`src/rtl/i2s_rx_pkg.sv`:
```
package i2s_rx_pkg;
    localparam int WORD_W = 32;
    localparam int HALF_W = WORD_W / 2;
    localparam int CNT_W  = $clog2(WORD_W) + 2;

    typedef struct packed {
        logic              done;
        logic              left;
        logic [CNT_W-1:0]  len;
        logic [WORD_W-1:0] word;
    } slot_t;
endpackage

```
`src/rtl/i2s_rx_align.sv`:
```
module i2s_rx_align (
    input  logic clk,
    input  logic rst_n,
    input  logic ws_in,
    input  logic msb_delay,
    output logic ws_edge,
    output logic ws_prev
);
    typedef struct packed {
        logic raw;
        logic eff;
    } align_t;

    align_t st_d, st_q;
    logic   eff_now;

    // Delayed mode: use last cycle's word select so the slot boundary moves one clock later
    always_comb begin
        eff_now  = msb_delay ? st_q.raw : ws_in;
        st_d.raw = ws_in;
        st_d.eff = eff_now;
        ws_edge  = eff_now ^ st_q.eff;
        ws_prev  = st_q.eff;
    end

    always_ff @(posedge clk or negedge rst_n) begin
        if (!rst_n) st_q <= '0;
        else        st_q <= st_d;
    end
endmodule

```
`src/rtl/i2s_rx_slot.sv`:
```
module i2s_rx_slot
    import i2s_rx_pkg::*;
(
    input  logic  clk,
    input  logic  rst_n,
    input  logic  sd_in,
    input  logic  ws_edge,
    input  logic  ws_prev,
    input  logic  ws_invert,
    output slot_t slot_o
);
    typedef struct packed {
        logic [CNT_W-1:0]  cnt;
        logic [WORD_W-1:0] sh;
    } slot_st_t;

    slot_st_t st_d, st_q;

    always_comb begin
        st_d = st_q;
        // A count of zero means no boundary has been seen since reset
        slot_o.done = ws_edge && (st_q.cnt != '0);
        slot_o.left = (ws_prev == ws_invert);
        slot_o.len  = st_q.cnt;
        slot_o.word = st_q.sh;

        st_d.sh = {st_q.sh[WORD_W-2:0], sd_in};
        if (ws_edge)
            st_d.cnt = CNT_W'(1);
        else if ((st_q.cnt != '0) && (st_q.cnt != '1))
            st_d.cnt = st_q.cnt + CNT_W'(1);
    end

    always_ff @(posedge clk or negedge rst_n) begin
        if (!rst_n) st_q <= '0;
        else        st_q <= st_d;
    end
endmodule

```
`src/rtl/i2s_rx_frame.sv`:
```
module i2s_rx_frame
    import i2s_rx_pkg::*;
(
    input  logic              clk,
    input  logic              rst_n,
    input  slot_t             slot_i,
    output logic [WORD_W-1:0] left_out,
    output logic [WORD_W-1:0] right_out,
    output logic              smp_valid,
    output logic              long_mode,
    output logic              mode_change,
    output logic              frame_err
);
    typedef struct packed {
        logic [WORD_W-1:0] lw;
        logic              lok;
        logic              llong;
        logic [WORD_W-1:0] lout;
        logic [WORD_W-1:0] rout;
        logic              vld;
        logic              err;
        logic              chg;
        logic              lng;
        logic              known;
        logic              cand;
    } frame_st_t;

    frame_st_t         st_d, st_q;
    logic              is_short, is_long, len_ok;
    logic [WORD_W-1:0] just;

    always_comb begin
        st_d     = st_q;
        st_d.vld = 1'b0;
        st_d.err = 1'b0;
        st_d.chg = 1'b0;

        is_short = (slot_i.len == CNT_W'(HALF_W));
        is_long  = (slot_i.len == CNT_W'(WORD_W));
        len_ok   = is_short || is_long;
        just     = is_short ? {slot_i.word[HALF_W-1:0], {HALF_W{1'b0}}} : slot_i.word;

        if (slot_i.done) begin
            if (slot_i.left) begin
                st_d.lw    = just;
                st_d.lok   = len_ok;
                st_d.llong = is_long;
                if (!len_ok) begin
                    st_d.err  = 1'b1;
                    st_d.cand = 1'b0;
                end
            end else begin
                st_d.lok = 1'b0;
                if (!len_ok) begin
                    st_d.err  = 1'b1;
                    st_d.cand = 1'b0;
                end else if (st_q.lok) begin
                    if (is_long != st_q.llong) begin
                        st_d.err  = 1'b1;
                        st_d.cand = 1'b0;
                    end else if (!st_q.known || (is_long == st_q.lng)) begin
                        st_d.lout  = st_q.lw;
                        st_d.rout  = just;
                        st_d.vld   = 1'b1;
                        st_d.lng   = is_long;
                        st_d.known = 1'b1;
                        st_d.cand  = 1'b0;
                    end else if (st_q.cand) begin
                        st_d.lout = st_q.lw;
                        st_d.rout = just;
                        st_d.vld  = 1'b1;
                        st_d.lng  = is_long;
                        st_d.chg  = 1'b1;
                        st_d.cand = 1'b0;
                    end else begin
                        st_d.cand = 1'b1;
                    end
                end
            end
        end
    end

    always_ff @(posedge clk or negedge rst_n) begin
        if (!rst_n) st_q <= '0;
        else        st_q <= st_d;
    end

    assign left_out    = st_q.lout;
    assign right_out   = st_q.rout;
    assign smp_valid   = st_q.vld;
    assign long_mode   = st_q.lng;
    assign mode_change = st_q.chg;
    assign frame_err   = st_q.err;
endmodule

```
`src/rtl/i2s_autolen_rx.sv`:
```
module i2s_autolen_rx
    import i2s_rx_pkg::*;
(
    input  logic        clk,
    input  logic        rst_n,
    input  logic        ws_in,
    input  logic        sd_in,
    input  logic        ws_invert,
    input  logic        msb_delay,
    output logic [31:0] left_out,
    output logic [31:0] right_out,
    output logic        smp_valid,
    output logic        long_mode,
    output logic        mode_change,
    output logic        frame_err
);
    logic  ws_edge, ws_prev;
    slot_t slot;

    i2s_rx_align u_align (
        .clk       (clk),
        .rst_n     (rst_n),
        .ws_in     (ws_in),
        .msb_delay (msb_delay),
        .ws_edge   (ws_edge),
        .ws_prev   (ws_prev)
    );

    i2s_rx_slot u_slot (
        .clk       (clk),
        .rst_n     (rst_n),
        .sd_in     (sd_in),
        .ws_edge   (ws_edge),
        .ws_prev   (ws_prev),
        .ws_invert (ws_invert),
        .slot_o    (slot)
    );

    i2s_rx_frame u_frame (
        .clk         (clk),
        .rst_n       (rst_n),
        .slot_i      (slot),
        .left_out    (left_out),
        .right_out   (right_out),
        .smp_valid   (smp_valid),
        .long_mode   (long_mode),
        .mode_change (mode_change),
        .frame_err   (frame_err)
    );
endmodule

```
`config.mk`:
```
export PLATFORM = sky130hd
export DESIGN_NAME = i2s_autolen_rx
export DESIGN_NICKNAME = d
export VERILOG_FILES = /design/src/rtl/i2s_rx_pkg.sv /design/src/rtl/i2s_rx_align.sv /design/src/rtl/i2s_rx_slot.sv /design/src/rtl/i2s_rx_frame.sv /design/src/rtl/i2s_autolen_rx.sv
export SDC_FILE = /design/constraint.sdc
export NUM_CORES = 1
export LEC_CHECK = 0
export BUFFER_PORTS_ARGS = -buffer_cell sky130_fd_sc_hd__buf_2
export CAP_MARGIN = 15
export CORE_MARGIN = 2
export CORE_UTILIZATION = 56
export DETAILED_ROUTE_END_ITERATION = 12
export MAX_ROUTING_LAYER = met4
export PLACE_DENSITY_LB_ADDON = 0.05
export SYNTH_ARGS = -nofsm -noshare
export SYNTH_HDL_FRONTEND = slang
export SYNTH_SLANG_ARGS = --single-unit
```
`constraint.sdc`:
```
create_clock -name clk -period 5.43 [get_ports clk]
set_input_delay 0.2715 -clock clk [delete_from_list [all_inputs] [get_ports clk]]
set_output_delay 0.2715 -clock clk [all_outputs]
set_load 0.03 [all_outputs]
```
Word-level counts from Yosys, hierarchy flattened
Cells that the tools add are included.
{ "op_classes": {"n_eq_ne": 8, "mux": 29, "n_addsub": 1, "n_bitwise": 3, "reduce_logical": 12} }
{ "op_table": {"columns": ["operator", "count"], "rows": [
  ["65-bit 2-to-1 mux", 2],
  ["32-bit 2-to-1 mux", 1],
  ["1-bit 2-to-1 mux", 18],
  ["7-bit 2-to-1 mux", 2],
  ["6-bit 2-to-1 mux", 2],
  ["6-bit AND reduction", 2],
  ["3-bit 2-to-1 mux", 3],
  ["7-bit by 1-bit adder with 7-bit output (second input constant)", 1],
  ["7-bit by 5-bit == test with 1-bit output (second input constant)", 1],
  ["7-bit by 6-bit == test with 1-bit output (second input constant)", 1],
  ["7-bit inequality test (second input constant)", 1],
  ["7-bit nonzero test", 1],
  ["2-bit nonzero test", 2],
  ["3-bit AND reduction", 1],
  ["1-bit == test", 2],
  ["1-bit logical AND", 2],
  ["1-bit logical OR", 2],
  ["2-bit 2-to-1 mux", 1],
  ["2-bit by 1-bit inequality test with 1-bit output (second input constant)", 1],
  ["2-bit inequality test (second input constant)", 1],
  ["1-bit inverter", 2],
  ["2-bit AND reduction", 1],
  ["1-bit logical NOT", 1],
  ["1-bit inequality test", 1],
  ["1-bit XOR", 1]
]} }
{ "word_totals": {"output_inout_bits": 68, "ff_bits": 145} }

Longest topological paths before layout
Gate-level depths: netlist of run 1.
{ "depth": {"word_depth": 9, "ltp_mapped": 9, "mapped_depth_nobuf": 7} }

Cells and area by module
Synthesis of run 1 repeated with hierarchy kept, for this count alone.
{ "unflattened": {"cells_unflattened": 458, "area_unflattened_um2": 6337.3} }
{ "by_module_without_submodules": {"columns": ["module", "instances", "area_per_inst_um2", "seq_area_each_um2", "cells_each"], "rows": [
  ["i2s_rx_frame", 1, 4809.6, 2602.5, 346],
  ["i2s_rx_slot", 1, 1453.9, 975.9, 108],
  ["i2s_rx_align", 1, 73.8, 50.0, 4]
]} }

Worst setup path before layout of run 1
No wires, ideal clock.
{ "synth_timing": {"path_type": "register -> register", "start": "register u_slot.st_q, in the netlist u_slot.slot_o[32]", "end": "register u_frame.st_q, in the netlist u_frame.left_out[23]", "t_required_ps": 5305, "path_slack_ps": 3119, "setup_time_ps": 125, "path_stages_with_launch": 10, "n_path_buf": 2, "t_arrival_ps": 2187, "cell_sequence": "dfrtp_1 -> inv_1 -> ha_1 -> nor4b_4 -> and3_1 -> mux2_2 -> o21ai_2 -> buf_6 -> buf_6 -> mux2_2"} }
{ "synth_between": {"elab_chain_len": 5, "word_cells_on_any_way": 12, "cone_classes": "eq/ne: 4; mux: 1; bitwise: 1; reduce/logical: 6"} }
{ "synth_rtl": {"columns": ["element", "line_no", "rtl"], "rows": [
  ["from (decl)", "i2s_rx_slot.sv:17", "slot_st_t st_d, st_q;"],
  ["from (signal assigned)", "i2s_rx_slot.sv:36", "else st_q <= st_d;"],
  ["7-bit by 6-bit == test with 1-bit output", "i2s_rx_frame.sv:39", "is_long = (slot_i.len == CNT_W'(WORD_W));"],
  ["1-bit == test", "i2s_rx_frame.sv:61", "end else if (!st_q.known || (is_long == st_q.lng)) begin"],
  ["1-bit logical OR", "i2s_rx_frame.sv:61", null],
  ["2-bit nonzero test (no source line)", null, null],
  ["6-bit AND reduction (no source line)", null, null],
  ["to (signal assigned)", "i2s_rx_frame.sv:85", "else st_q <= st_d;"],
  ["to (decl)", "i2s_rx_frame.sv:28", "frame_st_t st_d, st_q;"]
]} }
Parallel ways exist; a longest one is shown, timed or not.
A chain may end at the register's enable or synchronous reset.

Worst setup path in the final report of run 1
{ "layout_timing": {"start": "register u_slot.st_q, in the netlist u_slot.slot_o[32]", "end": "register u_frame.st_q, in the netlist u_frame.left_out[25]"} }
The elaborated chain is that of the path after synthesis.

==> impl_metrics.yaml, run 1 <==
status:
  status: "finished clean"
global_routing:
  grt_pass1_vias: 3295
  track_usage_pct: 19.2
  grt_start_max_net_pins: 78
  antenna_found_initial: 0
  grt_pass1_wl_um: 16400
  grt_overflow_total: 0
yosys:
  syn_area_um2: 5990
  synthCells: 459
  synth-seq-area-share_pct: 60.6
  ys_types: 36
  synth.avg_cell_area_um2: 13.0
  async_reset_ff_share_pct: 100
  yosys_register_bits: 145
  synth_edf_count: 0
  yosysWarningCount: 0
  syn_nets: 467
  ys_dominant_reg_cell: "dfrtp_1"
placement:
  portBuffers: 73
  dp_worst_setup_slack_ns: 2.15
  numPlacedInstances: 591
  gp_congestion: 0.736
  dp_hpwl_um: 6160
routing:
  dr.first_iter.drc_count: 187
  vias: 3159
  ant_nets: 0
  drc: 0
  viasPerCell: 5.05
  wire_per_inst_um: 15.6
  drt_first_pass_iters: 4
  drt-total-wl_um: 9750
sta:
  rsz0062_at_grt: "false"
  hold_ws_ns: 0.118
  worstMarginPinSlew_ns: 1.02
  timing.final.crit_share_pct: 60.2
  fin_tns_setup_ns: 0
  slew_headroom_pct: 32.0
  maxSlewViolCount: 0
  fin_skew_ns: 0.00725
  finalSetupViolCount: 0
  hold_viol_final: 0
  clock.fmax_ghz: 0.306
  layout_setup_ws_ns: 2.16
  fin_crit_ns: 3.27
setup_path:
  cp.required_ns: 5.83
  worstPathMaxFanout: 38
  path_common_cell: "mux2_2"
  end_kind: "flip-flop"
  reg2reg_to: "u_frame.left_out[25]"
  start_kind: "flip-flop"
  worst_path_max_delay_cell: "o21ai_4"
  cp_cell_sequence: "inv_1 -> ha_1 -> nor4b_4 -> and3_1 -> mux2_2 -> o21ai_4 -> buf_12 -> mux2_2"
  reg2reg_depth: 8
  ff2ff_setup_slack_ns: 2.16
  rr_startpoint: "u_slot.slot_o[32]"
  max_stage_delay_ns: 0.79
  critical_path_class: "reg2reg"
  worstPathArrival_ns: 3.67
power:
  leakagePower_uw: 0.00365
  powerDensity_nw_per_um2: 424
  ir_drop_v: 0.000210
layout:
  multiInputGateArea_um2: 1700
  final_cell_mix: "dfrtp_1 (145), buf_2 (72), mux2_2 (61)"
  fin_util_pct: 64.3
  nets: 485
  finalNonFillerCells: 626
  syn_to_final_growth_pct: 11.5
  antenna_cells: 0
  regArea_um2: 3630
  drive_gt1_share_pct: 35.3
  fillers: 807
  layout.cells.most_common: "dfrtp_1"
floorplan:
  die_x_um: 107
  die_area_um2: 11500
  dieHeight_um: 107
  row_count: 37
  io_pins: 74
  coreArea_um2: 10400
  initial_utilization_pct: 57.7
hold_path:
  hp-start: "msb_delay"
  hold_path_class: "in2reg"
  whs_path_depth: 3
  hold_end: "u_align.ws_prev"
clocking:
  cts_tree: "yes"
  cts.sinks: 145
  clk_transition_reported_paths_ns: 0.06
  postCtsSetupRepairBufs: 0
  clk_path_buf_depth: 2
  clkLatencyLatePin_ns: 0.52
  clockRootBuffer: "clkbuf_8"
  cts_buffers: 17
  htreeDepth: 4
flow_run:
  cap_violations: 0
[synthesized netlist by cell type, types with 2 or more instances]
cell	number	area share [%]
and2_1	14	1.5
nand2_1	30	1.9
mux2_2	61	11
clkbuf_1	5	0.31
ha_1	2	0.42
xnor2_1	2	0.29
nor3_1	2	0.17
dfrtp_1	145	61
nor2_1	10	0.63
buf_4	65	8.2
a21oi_1	4	0.33
buf_2	7	0.59
and3_1	4	0.42
o21ai_0	21	1.8
inv_1	25	1.6
mux2i_1	35	5.9
buf_6	4	0.75
xor2_1	5	0.73
[layer usage]
layer / vias to the layer above / wire length (um) / global-route usage (%)
met1: 1581 / 4410 / 24.0
met4: 0 / 162 / 7.88
met5: - / 0 / -
met2: 59 / 4870 / 30.2
met3: 13 / 316 / 4.84
li1: 1506 / - / -
[logic make-up after synthesis]
logic type / Yosys count / share of synthesized area [%]
AO/OA/AOI/OAI: 32 / 2.99
buffers and inverters: 106 / 11.4
XOR/XNOR: 7 / 1.02
multiplexers: 97 / 17.6
AND/OR/NAND/NOR: 70 / 6.00
adder cells (fa/ha/maj): 2 / 0.418
flip-flops: 145 / 60.6
[report_power, final]
part	switching (uW)	internal, uW
Sequential	81.8	1230
Combinational	154	121
Clock	439	808
Total	675	2160
[worst max path at each step]
stage,start,end,slack (ns),cells after the start
final,u_slot.slot_o[32],u_frame.left_out[25],2.16,8
after global routing,u_slot.slot_o[32],u_frame.left_out[26],1.95,8
after CTS,u_slot.slot_o[32],u_frame.left_out[25],2.15,8
after detailed placement,u_slot.slot_o[32],u_frame.left_out[26],2.15,8
after global placement,u_slot.slot_o[32],u_frame.long_mode,2.24,8
after floorplan,u_slot.slot_o[32],u_frame.left_out[23],3.12,9
[worst max-delay path: cells and delay by family (launching register included)]
| kind | cells | cell delay (ns) |
|---|---|---|
| AOI/OAI and AO/OA | 1 | 0.79 |
| muxes | 2 | 0.75 |
| and+or+nand+nor | 2 | 0.58 |
| buffers and inverters | 2 | 0.41 |
| DFF | 1 | 0.41 |
| adders and majority gates | 1 | 0.16 |
[cell type report]
type | count | area share [%]
Tap cell | 136 | 2.55
Clock buffer | 20 | 6.53
Inverter | 25 | 1.41
Multi-Input combinational cell | 208 | 25.4
Sequential cell | 145 | 54.4
Timing Repair Buffer | 80 | 6.66
Clock inverter | 12 | 3.08
[what timing repair did]
| action | in CTS | in global routing |
|---|---|---|
| resized for setup | 0 | 0 |
| hold buffers | 3 | 0 |
| endpoints found under the hold margin | 70 | 0 |
| setup endpoints to repair | 0 | 0 |
[stage by stage]
stage / cell area [um^2] / total power, uW
final: 6670 / 2830
after floorplan: 5990 / 1510
after global routing: 6670 / 2970
after global placement: 6000 / 1590
after detailed placement: 6000 / 1610
after CTS: 6670 / 2860
[registers in the layout, indices dropped and copies added (netlist names)]
| signal | cells |
|---|---|
| u_slot.slot_o | 39 |
| u_frame.mode_change | 1 |
| u_align.st_q | 1 |
| u_frame.right_out | 32 |
| u_align.ws_prev | 1 |
| u_frame.long_mode | 1 |
| u_frame.st_q | 36 |
| u_frame.frame_err | 1 |
| u_frame.smp_valid | 1 |
| u_frame.left_out | 32 |
No activity file was read; power rests on OpenSTA's default activity.
==> run 2: changes to the inputs <==
Clock period 5.43 ns to 3.25 ns, I/O delays scaled along.
==> run 2 against run 1 <==
Effect of this change:
- worst hold slack lost 0.033 ns
- clock power is 56% higher
- wire length up 0.67%
- largest power group unchanged
- sequential power grew 67%
- fmax increased by 21%
==> impl_metrics.yaml, run 2 (same netlist as run 1, synthesis figures left out) <==
status:
  status: "finished clean"
floorplan:
  io_pins: 74
  initial_utilization_pct: 57.7
  coreArea_um2: 10400
  dieHeight_um: 107
  die_x_um: 107
  row_count: 37
  die_area_um2: 11500
power:
  switching_share_pct: 24.0
  pwr-share-comb_pct: 10.1
  p_clk_share_pct: 42.3
  p_int_uw: 3500
  powerDensity_nw_per_um2: 690
  p_seq_share_pct: 47.6
  ir_drop_v: 0.000292
  leakagePower_uw: 0.00366
  p_sw_uw: 1110
global_routing:
  grt_pass1_wl_um: 16400
  grt_start_max_net_pins: 114
  grt_pass1_vias: 3331
  antenna_found_initial: 0
  grt_overflow_total: 0
  track_usage_pct: 19.2
hold_path:
  whs_path_depth: 4
  hold_path_class: "in2reg"
setup_path:
  start_kind: "flip-flop"
  worstPathArrival_ns: 3.10
  worstPathMaxFanout: 29
  ff2ff_setup_slack_ns: 0.54
  end_kind: "flip-flop"
  cp.required_ns: 3.65
  reg2reg_depth: 8
  critical_path_class: "reg2reg"
sta:
  hold_viol_final: 0
  fin_skew_ns: 0.00739
  finalSetupViolCount: 0
  fin_tns_setup_ns: 0
  fin_crit_ns: 2.71
  rsz0062_at_grt: "false"
  timing.final.crit_share_pct: 83.3
  hold_ws_ns: 0.0854
  slew_headroom_pct: 34.5
  maxSlewViolCount: 0
  clock.fmax_ghz: 0.369
  worstMarginPinSlew_ns: 0.983
clocking:
  cts.sinks: 145
  clockRootBuffer: "clkbuf_8"
  htreeDepth: 4
  clk_path_buf_depth: 2
  clkLatencyLatePin_ns: 0.51
  postCtsSetupRepairBufs: 0
  cts_tree: "yes"
  cts_buffers: 17
  clk_transition_reported_paths_ns: 0.06
  cts_resized: 0
placement:
  dp_hpwl_um: 6230
  gp_congestion: 0.768
  portBuffers: 73
  dpl_cell_area_um2: 6030
routing:
  drt_first_pass_iters: 4
  drc: 0
  drt-total-wl_um: 9820
  vias: 3208
  wire_per_inst_um: 15.6
  viasPerCell: 5.09
  dr.first_iter.drc_count: 134
  ant_nets: 0
layout:
  regArea_um2: 3630
  fillers: 815
  drive_gt1_share_pct: 36.0
  largest_reg_flops: 39
  syn_to_final_growth_pct: 11.5
  design_area_um2: 6670
  multiInputGateArea_um2: 1700
  final_cell_mix: "dfrtp_1 (145), buf_2 (72), mux2_2 (61)"
  nets: 490
  layout.cells.most_common: "dfrtp_1"
  antenna_cells: 0
flow_run:
  cap_violations: 0
==> run 2: power by group through the flow <==
| stage | Combinational [uW] | Sequential, uW | Clock [uW] |
|---|---|---|---|
| global route | 533 | 2230 | 2070 |
| CTS | 474 | 2200 | 1990 |
| detailed placement | 463 | 2230 | 0 |
| global placement | 451 | 2220 | 0 |
| floorplan | 325 | 2190 | 0 |
| finish | 465 | 2190 | 1950 |
==> run 2: area by class of cell <==
cell class | instances | area share (%)
inverter | 25 | 1.41
sequential | 145 | 54.4
tap | 136 | 2.55
multi-input combinational | 208 | 25.4
timing repair buffer | 85 | 7.26
clock inverter | 10 | 1.99
clock buffer | 21 | 7.03
==> run 2: through the flow <==
step / setup WS (ns) / power (uW) / std cells / utilization (%)
5_1_grt: 0.373 / 4830 / 630 / 64.4
3_3_place_gp: 0.613 / 2670 / 595 / 58.2
2_1_floorplan: 0.939 / 2510 / 459 / -
6_report: 0.543 / 4600 / 630 / 64.4
3_5_place_dp: 0.564 / 2690 / 595 / 58.2
4_1_cts: 0.535 / 4660 / 630 / 64.4
==> run 2: per-layer routing <==
metal | GRT usage, % | vias up | part of all wire (%)
li1 | - | 1505 | -
met1 | 26.0 | 1626 | 47
met2 | 27.9 | 63 | 48
met3 | 5.08 | 14 | 3.9
met4 | 7.51 | 0 | 1.3
met5 | - | - | 0
==> run 2: what timing repair did <==
item | in CTS | in global routing
endpoints found under the setup margin | 0 | 0
hold buffers | 4 | 0
endpoints found under the hold margin | 114 | 0
==> run 2: final timing paths <==
kind	start	end
min in group asynchronous	rst_n	u_frame.left_out[30]
max	u_slot.slot_o[32]	u_frame.left_out[18]
max in group asynchronous	rst_n	u_frame.right_out[21]
max reg2reg	u_slot.slot_o[32]	u_frame.left_out[18]
min reg2reg	u_slot.slot_o[30]	u_slot.slot_o[31]
min	ws_invert	u_frame.mode_change
==> run 2: critical path, stage by stage (launching register included) <==
cell,delay (ns)
dfrtp_1,0.41
inv_1,0.07
ha_1,0.16
nor4b_4,0.32
and3_1,0.26
mux2_2,0.39
o21ai_4,0.17
buf_4,0.39
mux2_2,0.39
